File: src/rtl/sef_pkg.sv
package sef_pkg;
  localparam int unsigned SYNC_STAGES_DEF = 2;
  localparam int unsigned GLITCH_LEN_DEF  = 2;
  localparam int unsigned LINE_LEN_DEF    = 4;
  localparam int unsigned LINE_DLY_DEF    = 1;
endpackage

File: src/rtl/sef_sync.sv
module sef_sync #(
  parameter int unsigned STAGES = 2
) (
  input  logic clk_i,
  input  logic rst_ni,
  input  logic d_i,
  output logic q_o
);
  logic [STAGES-1:0] chain_q;

  generate
    if (STAGES == 1) begin : g_one
      always_ff @(posedge clk_i or negedge rst_ni)
        if (!rst_ni) chain_q <= '0;
        else         chain_q <= d_i;
    end else begin : g_many
      always_ff @(posedge clk_i or negedge rst_ni)
        if (!rst_ni) chain_q <= '0;
        else         chain_q <= {chain_q[STAGES-2:0], d_i};
    end
  endgenerate

  assign q_o = chain_q[STAGES-1];
endmodule

File: src/rtl/sef_glitch.sv
module sef_glitch #(
  parameter int unsigned WIN = 2
) (
  input  logic clk_i,
  input  logic rst_ni,
  input  logic d_i,
  output logic q_o
);
  logic [WIN-1:0] win_q;
  logic           lvl_q;

  generate
    if (WIN == 1) begin : g_one
      always_ff @(posedge clk_i or negedge rst_ni)
        if (!rst_ni) win_q <= '0;
        else         win_q <= d_i;
    end else begin : g_many
      always_ff @(posedge clk_i or negedge rst_ni)
        if (!rst_ni) win_q <= '0;
        else         win_q <= {win_q[WIN-2:0], d_i};
    end
  endgenerate

  // level moves only when the whole window agrees
  always_ff @(posedge clk_i or negedge rst_ni) begin
    if (!rst_ni)          lvl_q <= 1'b0;
    else if (&win_q)      lvl_q <= 1'b1;
    else if (~|win_q)     lvl_q <= 1'b0;
  end

  assign q_o = lvl_q;
endmodule

File: src/rtl/sef_delay.sv
module sef_delay #(
  parameter int unsigned LEN = 4,
  parameter int unsigned DLY = 1
) (
  input  logic clk_i,
  input  logic rst_ni,
  input  logic en_i,
  input  logic d_i,
  output logic lvl_o
);
  logic [LEN-1:0] line_q;

  always_ff @(posedge clk_i or negedge rst_ni) begin
    if (!rst_ni)   line_q <= '0;
    else if (en_i) line_q <= {line_q[LEN-2:0], d_i};
  end

  // taps DLY..LEN-1: late rise, long hold
  assign lvl_o = |line_q[LEN-1:DLY];
endmodule

File: src/rtl/scan_edge_filter.sv
module scan_edge_filter
  import sef_pkg::*;
#(
  parameter int unsigned SYNC_STAGES = SYNC_STAGES_DEF,
  parameter int unsigned GLITCH_LEN  = GLITCH_LEN_DEF,
  parameter int unsigned LINE_LEN    = LINE_LEN_DEF,
  parameter int unsigned LINE_DLY    = LINE_DLY_DEF
) (
  input  logic clk_i,
  input  logic rst_ni,
  input  logic bus_clk_i,
  input  logic line_i,
  output logic pre_level_o,
  output logic level_o,
  output logic rise_o
);
  logic line_sync;
  logic bus_sync;
  logic bus_prev_q;
  logic bus_fall;
  logic pre_lvl;
  logic lvl;
  logic lvl_q;

  sef_sync #(.STAGES(SYNC_STAGES)) u_sync_line (
    .clk_i(clk_i), .rst_ni(rst_ni), .d_i(line_i), .q_o(line_sync)
  );

  sef_sync #(.STAGES(SYNC_STAGES)) u_sync_bus (
    .clk_i(clk_i), .rst_ni(rst_ni), .d_i(bus_clk_i), .q_o(bus_sync)
  );

  always_ff @(posedge clk_i or negedge rst_ni) begin
    if (!rst_ni) begin
      bus_prev_q <= 1'b0;
      lvl_q      <= 1'b0;
    end else begin
      bus_prev_q <= bus_sync;
      lvl_q      <= lvl;
    end
  end

  assign bus_fall = bus_prev_q & ~bus_sync;

  sef_glitch #(.WIN(GLITCH_LEN)) u_glitch (
    .clk_i(clk_i), .rst_ni(rst_ni), .d_i(line_sync), .q_o(pre_lvl)
  );

  sef_delay #(.LEN(LINE_LEN), .DLY(LINE_DLY)) u_delay (
    .clk_i(clk_i), .rst_ni(rst_ni), .en_i(bus_fall), .d_i(pre_lvl), .lvl_o(lvl)
  );

  assign pre_level_o = pre_lvl;
  assign level_o     = lvl;
  assign rise_o      = lvl & ~lvl_q;
endmodule

File: config.mk
export PLATFORM = sky130hd
export DESIGN_NAME = scan_edge_filter
export DESIGN_NICKNAME = d
export VERILOG_FILES = /design/src/rtl/sef_pkg.sv /design/src/rtl/sef_sync.sv /design/src/rtl/sef_glitch.sv /design/src/rtl/sef_delay.sv /design/src/rtl/scan_edge_filter.sv
export SDC_FILE = /design/constraint.sdc
export NUM_CORES = 1
export LEC_CHECK = 0
export BUFFER_PORTS_ARGS = -buffer_cell sky130_fd_sc_hd__buf_2
export CORE_AREA = 2 2 39 41
export CTS_CLUSTER_DIAMETER = 40
export DETAILED_ROUTE_END_ITERATION = 16
export DIE_AREA = 0 0 41 43
export PLACE_DENSITY = 0.62
export SYNTH_ARGS = -nofsm -noshare
export SYNTH_HDL_FRONTEND = slang
export SYNTH_HIERARCHICAL = 1
export SYNTH_SLANG_ARGS = --single-unit
File: constraint.sdc
create_clock -name clk_i -period 1 [get_ports clk_i]
set_input_delay 0.1 -clock clk_i [delete_from_list [all_inputs] [get_ports clk_i]]
set_output_delay 0.1 -clock clk_i [all_outputs]
set_load 0.005 [all_outputs]
# After elaboration in Yosys (flattened, before gate mapping)
# Index checks and enable logic that the tools add are counted.
[totals]
ff_bits = 13
latch_bits = 0
ramBits = 0
mem_bits_ro = 0
input_bits = 4
output_inout_bits = 3
word_cells = 17
mem_count = 0
[op_classes]
addsub = 0
n_mul = 0
div = 0
magnitude_cmp = 0
eq_ne = 1
shift = 0
mux = 2
n_bitwise = 4
reduce_logical = 3
[op_table]
columns = ["op", "n"]
rows = [
  ["3-bit OR reduction", 1],
  ["1-bit bitwise AND", 2],
  ["1-bit two-way mux", 2],
  ["2-bit by 1-bit inequality test with 1-bit output, second input constant", 1],
  ["1-bit NOT", 2],
  ["2-bit AND reduction", 1],
  ["2-bit OR reduction", 1],
]

# Logic depth before layout (Yosys ltp)
# Gate-level depths: netlist of the first run.
[logic_depth]
word_depth = 3
depth_mapped = 2
mapped_depth_nobuf = 2

# By module
# The synthesis of the first run kept the hierarchy.
[by_module_without_submodules]
columns = ["module", "n_inst", "cells_each", "area_per_inst_um2", "seq_area_each_um2"]
rows = [
  ["sef_delay", 1, 9, 151.4, 100.1],
  ["sef_glitch", 1, 5, 102.6, 75.1],
  ["sef_sync", 2, 2, 50.0, 50.0],
  ["scan_edge_filter", 1, 4, 77.6, 50.0],
]

# Worst setup path after synthesis of the first run
# OpenSTA, ideal clock, no wires.
[synth_timing]
path_kind = "reg-to-reg"
from = "register u_glitch.win_q[0]"
to = "register u_glitch.lvl_q, in the netlist u_glitch/q_o"
setup_time_ns = 0.125
arrival_ns = 0.941
t_required_ns = 0.875
setup_slack_ns = -0.066
path_stages_with_launch = 3
n_path_buf = 0
period_less_slack_ns = 1.066
path_cell_list = "dfrtp_1 > ha_1 > mux2_4"
[synth_between]
elab_chain_cells = 2
elab_cells_between_ends = 4
cone_classes = "eq/ne: 1; mux: 1; reduce/logical: 2"
[synth_rtl]
columns = ["element", "line", "source"]
rows = [
  ["from (decl)", "sef_glitch.sv:9", "logic [WIN-1:0] win_q;"],
  ["from (signal assigned)", "sef_glitch.sv:20", "else win_q <= {win_q[WIN-2:0], d_i};"],
  ["2-bit OR reduction / 2-bit AND reduction (equally long branches)", "sef_glitch.sv:28, sef_glitch.sv:27", ""],
  ["2-bit by 1-bit inequality test with 1-bit output (no line) / 1-bit two-way mux (equally long branches)", "--", ""],
  ["to (signal assigned)", "sef_glitch.sv:26", "if (!rst_ni) lvl_q <= 1'b0;"],
  ["to (signal assigned)", "sef_glitch.sv:27", "else if (&win_q) lvl_q <= 1'b1;"],
  ["to (signal assigned)", "sef_glitch.sv:28", "else if (~|win_q) lvl_q <= 1'b0;"],
  ["to (decl)", "sef_glitch.sv:10", "logic lvl_q;"],
]
# Parallel ways exist; a longest one is shown, timed or not.
# A chain may end at the register's enable or synchronous reset.

# Worst setup path after layout of the first run
[layout_timing]
from = "register u_delay.line_q[3]"
to = "output rise_o"
[layout_between]
elab_chain_cells = 2
[layout_rtl]
columns = ["element", "line", "source"]
rows = [
  ["from (decl)", "sef_delay.sv:11", "logic [LEN-1:0] line_q;"],
  ["from (signal assigned)", "sef_delay.sv:15", "else if (en_i) line_q <= {line_q[LEN-2:0], d_i};"],
  ["3-bit OR reduction", "sef_delay.sv:19", "assign lvl_o = |line_q[LEN-1:DLY];"],
  ["1-bit bitwise AND", "scan_edge_filter.sv:55", "assign rise_o = lvl & ~lvl_q;"],
  ["to (decl)", "scan_edge_filter.sv:15", "output logic rise_o"],
]
# No other way between the ends.

==> out/summary.txt, run 1 <==
final setup violation count = 7
register bit total from synthesis = 13
Worst Setup Path Type = flip-flop to primary output
sum of negative setup slack = -892 ps
number of cells after detailed placement = 46
count of vias placed by the detailed router = 221
row cnt = 14
quantity of I/O buffers inserted on ports = 6
Die H = 43 um
fmax = 0.728 GHz
# H-tree levels = 1
die area = 0.00176 mm^2
Setup crit end kind = primary output
Arrival @ worst endpoint = 1270 ps
violated checks = setup timing
number of non-filler instances in the completed layout = 54
time the worst path needs with I/O delays and setup = 1370 ps
final number of hold-violating endpoints = 0
type of element launching the critical path = flip-flop
summed instance area of the synthesized netlist = 432 um^2
sequential share of the synthesized area = 0.754
final critical-path setup slack = -374 ps
Num CTS Buffers = 3
syn_nets = 27
final period utilization = 1.37
result of the run = finished with violations
worst clock skew on the final layout = 2.33 ps
Hold Path Class = input port to async pin
fraction of layout cells with a size suffix above 1 = 0.500
WL final = 611 um
hold slack final = 244 ps
distinct cell type count of the synthesized netlist = 6
dominant combinational cell family by area after synthesis = multiplexers
placer's final routability congestion estimate = 0.663
first-pass GRT wire length = 1120 um
sum of overflow across all layers after global routing = 0
detailed-route DRC error count = 0
IR Drop Worst-Case VDD = 733 uV
Floorplan Core Area = 0.00138 mm^2
Power Total = 1.24 mW
clock sink total = 13
leakage power of the design = 0.287 nW
synthesized-area fraction occupied by adder cells = 0.0290
clock-pin transition on the worst setup and hold timing paths = 70 ps
xor/xnor cell area share of the yosys netlist = 0
initial antenna violation count = 0
DRC violation total after the first TritonRoute iteration = 3
total global routing track utilization = 0.103
number of I/O pins = 7
largest net degree at the start of global routing = 14
Longest Clk Path Bufs = 2
iteration count of the initial detailed-routing pass = 2
max-capacitance violation count = 0
antenna cells = 0
setup repair after global routing missed its margin = true
Final Max Slew Viols = 0
net total in the final layout = 44
via count of the first global-routing pass = 253
overall die width = 41 um
drt via density = 4.09
area fraction in compound gates after synthesis = 0
per-cell routed wire length = 11.3 um
clock latency reported for the late side of the worst-skew pair = 260 ps
remaining max-slew budget at the tightest pin = 0.813
initial core utilization = 0.312
multiplexer fraction of the synthesized cell area = 0.139
basic-gate share of the synthesized area counting and, or, nand and nor cells = 0.0783
mean instance size in the synthesized netlist = 19.6 um^2
power density of the placed cells = 2160 mW/mm^2
required time reported for the critical path endpoint = 900 ps
number of instances in the synthesized netlist = 22
Clk Tree Root Cell = sky130_fd_sc_hd__clkbuf_4
layout-stage area growth over the synthesis result = 33.6%
critical path fanouts, max = 3
number of nets with antenna violations after detailed routing = 0
TritonCTS clock tree = yes
worst-margin pin slew = 281 ps
Detail Placement HPWL = 424 um
Syn. warnings = 6
## cell families (layout without fill, tap and decap cells)
kind of cell | after synthesis | count (layout)
adders and majority gates | 1 | 1
buffers and inverters | 0 | 16
DFF | 13 | 13
muxes | 5 | 5
and+or+nand+nor | 3 | 3
## power by group
group          internal [mW]  switching, mW  total (mW)
Clock                  0.154          0.142       0.296
Sequential             0.612         0.0520       0.664
Combinational          0.199         0.0861       0.285
Total                  0.965          0.280        1.24
## Yosys cell counts (all sizes together)
library cell / number / area [um^2]
dfrtp: 13 / 325
mux2: 5 / 60.1
nor2b: 2 / 27.5
ha: 1 / 12.5
or3: 1 / 6.26
## flip-flops by register name (all words and copies together) (netlist names)
signal               flops
lvl_q                    1
u_glitch/q_o             1
u_sync_line/chain_q      2
u_glitch/win_q           2
u_delay/line_q           4
u_sync_bus/chain_q       2
bus_prev_q               1
## area by class of cell
cell class | count | area [um^2]
Tap cell | 16 | 20.0
Sequential cell | 13 | 325
Timing Repair Buffer | 12 | 82.6
Fill cell | 131 | 807
Clock buffer | 4 | 26.3
Multi-Input combinational cell | 9 | 123
## through the flow
| stage | util | area [um^2] | worst slack (ps) |
|---|---|---|---|
| 2_1_floorplan | - | 437 | -50.5 |
| 3_3_place_gp | 0.363 | 502 | -82.0 |
| 3_5_place_dp | 0.363 | 502 | -105 |
| 4_1_cts | 0.411 | 569 | -398 |
| 5_1_grt | 0.417 | 577 | -444 |
| 6_report | 0.417 | 577 | -374 |
## final timing paths
check / slack [ps] / startpoint / cells past startpoint / end
max: -370 / u_delay/line_q[3]$_DFFE_PN0P_ / 3 / rise_o
max in group asynchronous: 540 / rst_ni / 2 / u_sync_line/chain_q[1]$_DFF_PN0_
min: 240 / rst_ni / 2 / u_sync_bus/chain_q[1]$_DFF_PN0_
min in group clk_i: 350 / u_sync_line/chain_q[1]$_DFF_PN0_ / 0 / u_glitch/win_q[0]$_DFF_PN0_
max reg2reg: -100 / u_glitch/win_q[0]$_DFF_PN0_ / 2 / u_glitch/q_o$_DFFE_PN0P_
min reg2reg: 350 / u_sync_line/chain_q[1]$_DFF_PN0_ / 0 / u_glitch/win_q[0]$_DFF_PN0_
## repair_timing
| item | CTS | global route |
|---|---|---|
| endpoints found under the hold margin | 15 | 0 |
| pin swaps | 1 | 1 |
| setup endpoints to repair | 7 | 7 |
| buffers inserted | 0 | 1 |
| gates resized for setup | 3 | 0 |
| hold buffers | 3 | 0 |
## worst max-delay path, cell delays in order, from the launching register on
cell                      delay (ps)
sky130_fd_sc_hd__dfrtp_1         380
sky130_fd_sc_hd__or3_4           390
sky130_fd_sc_hd__nor2b_4         130
sky130_fd_sc_hd__buf_2           120
## layout by cell type, fill, tap and decap left out, drive strengths merged
| master | count |
|---|---|
| mux2 | 5 |
| dfrtp | 13 |
| nor2b | 2 |
| or3 | 1 |
| dlygate4sd3 | 3 |
| clkbuf | 4 |
| ha | 1 |
| buf | 9 |
## routing by layer
layer | vias up | part of all wire | track usage
met4 | 0 | 0.011 | 0.100
met2 | 6 | 0.53 | 0.141
met5 | - | 0 | 0
li1 | 105 | - | -
met3 | 2 | 0.043 | 0.0314
met1 | 108 | 0.41 | 0.118
No activity file was read; power rests on OpenSTA's default activity.
==> run 2, diff against run 1 <==
Settings changed: ABC_AREA set to 1, TNS_END_PERCENT set to 1.
==> out/summary.txt, run 2 <==
first-pass GRT wire length = 1100 um
commonest cells after routing, fill and taps aside = 16 x sky130_fd_sc_hd__nand2_1, 13 x sky130_fd_sc_hd__dfrtp_1, 6 x sky130_fd_sc_hd__buf_2
worst-margin pin slew = 285 ps
die area = 0.00176 mm^2
required time reported for the critical path endpoint = 900 ps
DRC violation total after the first TritonRoute iteration = 4
most common cell after layout, fill and taps aside = sky130_fd_sc_hd__nand2_1
count of vias placed by the detailed router = 292
initial core utilization = 0.313
utilization after layout = 0.406
Most used DFF post-synth = sky130_fd_sc_hd__dfrtp_1
Hold Path Class = input port to async pin
violated checks = setup timing
iteration count of the initial detailed-routing pass = 3
summed instance area of the synthesized netlist = 433 um^2
FF+latch area = 325 um^2
most area-consuming cells after synthesis = sky130_fd_sc_hd__dfrtp_1 75%, sky130_fd_sc_hd__nand2_1 14%, sky130_fd_sc_hd__inv_1 3.5%
placer's final routability congestion estimate = 0.645
initial antenna violation count = 0
total global routing track utilization = 0.104
Post-synth top cells = 16 x sky130_fd_sc_hd__nand2_1, 13 x sky130_fd_sc_hd__dfrtp_1, 4 x sky130_fd_sc_hd__inv_1, 2 x sky130_fd_sc_hd__nor2_2
switching power summed over all nets = 272 uW
Switching Fraction = 0.245
final setup violation count = 2
kind of cell adding the most delay to the critical path = flip-flops
number of cells after detailed placement = 60
EDFF count, synth = 0
quantity of I/O buffers inserted on ports = 6
area of the multi-input gates = 88.8 um^2
antenna cells = 0
fraction of synthesized cell area taken by the top area cell type = 0.751
critical path's slowest cell = sky130_fd_sc_hd__dfrtp_1
clock latency reported for the late side of the worst-skew pair = 270 ps
minimum setup slack among reg-to-reg paths = 90 ps
syn_nets = 43
setup repair after global routing missed its margin = true
library cell occupying the most area in the post-synthesis netlist = sky130_fd_sc_hd__dfrtp_1
sum of overflow across all layers after global routing = 0
TritonCTS clock tree = yes
type of element launching the critical path = flip-flop
share of total power in combinational logic = 0.166
Longest Clk Path Bufs = 2
per-cell routed wire length = 8.97 um
mean instance size in the synthesized netlist = 11.4 um^2
time the worst path needs with I/O delays and setup = 1150 ps
drt via density = 4.17
Syn. warnings = 6
largest stage delay on the critical path = 380 ps
Setup crit end kind = primary output
register with the highest flop count = u_delay/line_q
number of nets with antenna violations after detailed routing = 0
worst clock skew on the final layout = 9.33 ps
Final Max Slew Viols = 0
flip-flop count of the largest register, all copies and words added = 4
Worst Setup Path Type = flip-flop to primary output
leakage power of the design = 0.308 nW
crit path capture = rise_o
via count of the first global-routing pass = 288
overall die width = 41 um
layout filler cell count = 144
power density of the placed cells = 1980 mW/mm^2
fmax = 0.871 GHz
final number of hold-violating endpoints = 0
largest net degree at the start of global routing = 14
layout-stage area growth over the synthesis result = 29.8%
remaining max-slew budget at the tightest pin = 0.810
Num CTS Buffers = 3
final period utilization = 1.15
post-cts resize count = 0
WL final = 628 um
fraction of layout cells with a size suffix above 1 = 0.278
number of non-filler instances in the completed layout = 70
internal power of the cells = 839 uW
register bit total from synthesis = 13
Floorplan Core Area = 0.00138 mm^2
row cnt = 14
clock sink total = 13
final critical-path setup slack = -148 ps
net total in the final layout = 60
number of instances in the synthesized netlist = 38
cell with the most instances after synthesis = sky130_fd_sc_hd__nand2_1
critical register-to-register path endpoint = u_glitch/q_o$_DFFE_PN0P_
Critical Path Stages = 5
sequential share of the synthesized area = 0.751
clock-pin transition on the worst setup and hold timing paths = 80 ps
Detail Placement HPWL = 394 um
result of the run = finished with violations
Die H = 43 um
critical path fanouts, max = 3
sequential share of power = 0.553
worst-case reg-to-reg path depth = 4
max-capacitance violation count = 0
relative contribution of the clock network to total power = 0.281
start point of the critical path = u_delay/line_q[1]$_DFFE_PN0P_
Arrival @ worst endpoint = 1050 ps
# H-tree levels = 1
crit path cell chain = nor2_1 -> nand2_1 -> inv_1 -> nor2_2 -> buf_2
IR Drop Worst-Case VDD = 1230 uV
Clk Tree Root Cell = sky130_fd_sc_hd__clkbuf_4
Post-synth ARST share = 1.00
number of buffers and inverters on the critical path = 2
startpoint of the worst-slack reg-to-reg timing path = u_glitch/win_q[1]$_DFF_PN0_
number of I/O pins = 7
distinct cell type count of the synthesized netlist = 7
detailed-route DRC error count = 0
[run 2: through the flow]
stage	total power [mW]	setup TNS, ps	cell area [um^2]	hold slack (ps)	setup slack, ps
floorplan	0.698	0	433	-196	129
global placement	0.757	0	483	-6.64	121
detailed placement	0.763	0	483	-0.653	93.2
CTS	1.13	-251	562	232	-170
global route	1.20	-449	562	269	-277
finish	1.11	-213	562	225	-148
[run 2: routing by layer]
layer  up-vias  GRT usage  wire, um
met1       136      0.102       255
met5         -          0         0
met2        11      0.150       301
met4         0     0.0400         8
li1        143          -         -
met3         2     0.0942        61
[run 2: worst min path at each step]
stage                 from                       endpoint  slack, ps  cells after the start
floorplan           rst_ni           bus_prev_q$_DFF_PN0_       -200                      0
global placement    rst_ni                lvl_q$_DFF_PN0_         -7                      1
detailed placement  rst_ni                lvl_q$_DFF_PN0_       -0.7                      1
CTS                 rst_ni                lvl_q$_DFF_PN0_        230                      2
global route        rst_ni                lvl_q$_DFF_PN0_        270                      2
finish              rst_ni  u_delay/line_q[3]$_DFFE_PN0P_        230                      2
[run 2: power groups by stage]
stage               logic (mW)  clock network, mW  registers (mW)
floorplan               0.0761                  0           0.622
global route             0.223              0.357           0.622
finish                   0.184              0.312           0.614
detailed placement       0.134                  0           0.630
global placement         0.129                  0           0.628
CTS                      0.188              0.326           0.615
[run 2: kinds of logic (layout without fill, tap and decap cells)]
| kind of cell | count (synthesis) | after routing | synth area share |
|---|---|---|---|
| adder cells (fa/ha/maj) | 1 | 1 | 0.0289 |
| buffers and inverters | 5 | 21 | 0.0433 |
| flip-flops | 13 | 13 | 0.751 |
| AND/OR/NAND/NOR | 19 | 19 | 0.176 |
[run 2: layout make-up]
class	instances	area share
inverters	5	0.0334
repair buffers	12	0.147
clock buffers	4	0.0468
flip-flops and latches	13	0.579
well taps	16	0.0356
multi-input cells	20	0.158
[run 2: timing repair]
action                     4_1_cts  5_1_grt
setup endpoints to repair        2        2
setup buffers                    3        0
pin swaps                        1        2
hold buffers                     3        0
hold endpoints to repair        15        0
==> run 3, diff against run 2 <==
Settings changed: MAX_ROUTING_LAYER set to met4.
==> out/summary.txt, run 3 (synthesis gave the netlist of run 2 again) <==
critical path's slowest cell = sky130_fd_sc_hd__dfrtp_1
most common cell after layout, fill and taps aside = sky130_fd_sc_hd__nand2_1
final setup violation count = 2
die area = 0.00176 mm^2
detailed-route DRC error count = 0
Arrival @ worst endpoint = 1050 ps
number of I/O pins = 7
largest net degree at the start of global routing = 14
quantity of I/O buffers inserted on ports = 6
per-cell routed wire length = 8.97 um
post-cts resize count = 0
Longest Clk Path Bufs = 2
required time reported for the critical path endpoint = 900 ps
row cnt = 14
internal power of the cells = 839 uW
layout-stage area growth over the synthesis result = 29.8%
Final Max Slew Viols = 0
remaining max-slew budget at the tightest pin = 0.810
count of vias placed by the detailed router = 292
sequential share of power = 0.553
final critical-path setup slack = -148 ps
initial core utilization = 0.313
first-pass GRT wire length = 1110 um
Num CTS Buffers = 3
switching power summed over all nets = 272 uW
DRC violation total after the first TritonRoute iteration = 4
Switching Fraction = 0.245
setup repair after global routing missed its margin = true
fraction of layout cells with a size suffix above 1 = 0.278
register with the highest flop count = u_delay/line_q
net total in the final layout = 60
flip-flop count of the largest register, all copies and words added = 4
time the worst path needs with I/O delays and setup = 1150 ps
kind of cell adding the most delay to the critical path = flip-flops
worst-margin pin slew = 285 ps
drt via density = 4.17
utilization after layout = 0.406
number of nets with antenna violations after detailed routing = 0
share of total power in combinational logic = 0.166
placer's final routability congestion estimate = 0.651
clock sink total = 13
Hold Path Class = input port to async pin
largest stage delay on the critical path = 380 ps
clock-pin transition on the worst setup and hold timing paths = 80 ps
IR Drop Worst-Case VDD = 1230 uV
Detail Placement HPWL = 394 um
clock latency reported for the late side of the worst-skew pair = 270 ps
final period utilization = 1.15
number of cells after detailed placement = 60
relative contribution of the clock network to total power = 0.281
# H-tree levels = 1
Die H = 43 um
total global routing track utilization = 0.107
result of the run = finished with violations
crit path cell chain = nor2_1 -> nand2_1 -> inv_1 -> nor2_2 -> buf_2
TritonCTS clock tree = yes
Setup crit end kind = primary output
violated checks = setup timing
via count of the first global-routing pass = 288
antenna cells = 0
type of element launching the critical path = flip-flop
Setup Slack @ Placement = 93.2 ps
sum of overflow across all layers after global routing = 0
iteration count of the initial detailed-routing pass = 3
max-capacitance violation count = 0
worst clock skew on the final layout = 9.34 ps
power density of the placed cells = 1980 mW/mm^2
layout filler cell count = 144
number of buffers and inverters on the critical path = 2
Floorplan Core Area = 0.00138 mm^2
overall die width = 41 um
fmax = 0.871 GHz
commonest cells after routing, fill and taps aside = 16 x sky130_fd_sc_hd__nand2_1, 13 x sky130_fd_sc_hd__dfrtp_1, 6 x sky130_fd_sc_hd__buf_2
final number of hold-violating endpoints = 0
critical path fanouts, max = 3
WL final = 628 um
Worst Setup Path Type = flip-flop to primary output
sum of negative setup slack = -213 ps
leakage power of the design = 0.308 nW
initial antenna violation count = 0
number of non-filler instances in the completed layout = 70
Clk Tree Root Cell = sky130_fd_sc_hd__clkbuf_4
run 3: cell counts in the layout (fill, tap and decap cells not counted):
Identical to the previous run, type by type.
run 3: metrics by stage:
step	power (mW)	instance area, um^2	hold WS [ps]
2_1_floorplan	0.698	433	-196
3_3_place_gp	0.757	483	-6.64
3_5_place_dp	0.763	483	-0.653
4_1_cts	1.13	562	232
5_1_grt	1.20	562	269
6_report	1.11	562	226
run 3: worst paths after layout:
path / from / to / slack [ps] / depth (start not counted)
min in group clk_i: u_sync_bus/chain_q[0]$_DFF_PN0_ / u_sync_bus/chain_q[1]$_DFF_PN0_ / 350 / 0
min: rst_ni / u_delay/line_q[3]$_DFFE_PN0P_ / 230 / 2
min reg2reg: u_sync_bus/chain_q[0]$_DFF_PN0_ / u_sync_bus/chain_q[1]$_DFF_PN0_ / 350 / 0
max reg2reg: u_glitch/win_q[1]$_DFF_PN0_ / u_glitch/q_o$_DFFE_PN0P_ / 90 / 4
max: u_delay/line_q[1]$_DFFE_PN0P_ / rise_o / -150 / 5
max in group asynchronous: rst_ni / u_glitch/q_o$_DFFE_PN0P_ / 540 / 2
run 3: power groups by stage:
stage / registers (mW) / clock network [mW] / logic (mW)
2_1_floorplan: 0.622 / 0 / 0.0761
3_3_place_gp: 0.628 / 0 / 0.129
3_5_place_dp: 0.630 / 0 / 0.134
4_1_cts: 0.615 / 0.326 / 0.188
5_1_grt: 0.622 / 0.357 / 0.223
6_report: 0.614 / 0.312 / 0.184
run 3: worst register-to-register path, stage by stage (launching register included):
cell	delay, ps
sky130_fd_sc_hd__dfrtp_1	380
sky130_fd_sc_hd__ha_1	290
sky130_fd_sc_hd__inv_1	40
sky130_fd_sc_hd__nand2_1	40
sky130_fd_sc_hd__nand2_1	50
run 3: routing by layer:
metal | wire [um] | share of wire | up-vias | global-route usage
met5 | 0 | 0 | - | -
li1 | - | - | 143 | -
met3 | 61 | 0.097 | 2 | 0.0942
met1 | 255 | 0.41 | 136 | 0.102
met4 | 8 | 0.013 | 0 | 0.0400
met2 | 301 | 0.48 | 11 | 0.150
run 3: repair_timing:
action | 4_1_cts | 5_1_grt
setup endpoints to repair | 2 | 2
hold buffers | 3 | 0
pin swaps | 1 | 2
hold endpoints to repair | 15 | 0
buffers inserted | 3 | 0
run 3: final cells by class:
cell class,count,area (um^2),area share
repair buffers,12,82.6,0.147
flip-flops and latches,13,325,0.579
clock buffers,4,26.3,0.0468
multi-input cells,20,88.8,0.158
inverters,5,18.8,0.0334
well taps,16,20.0,0.0356
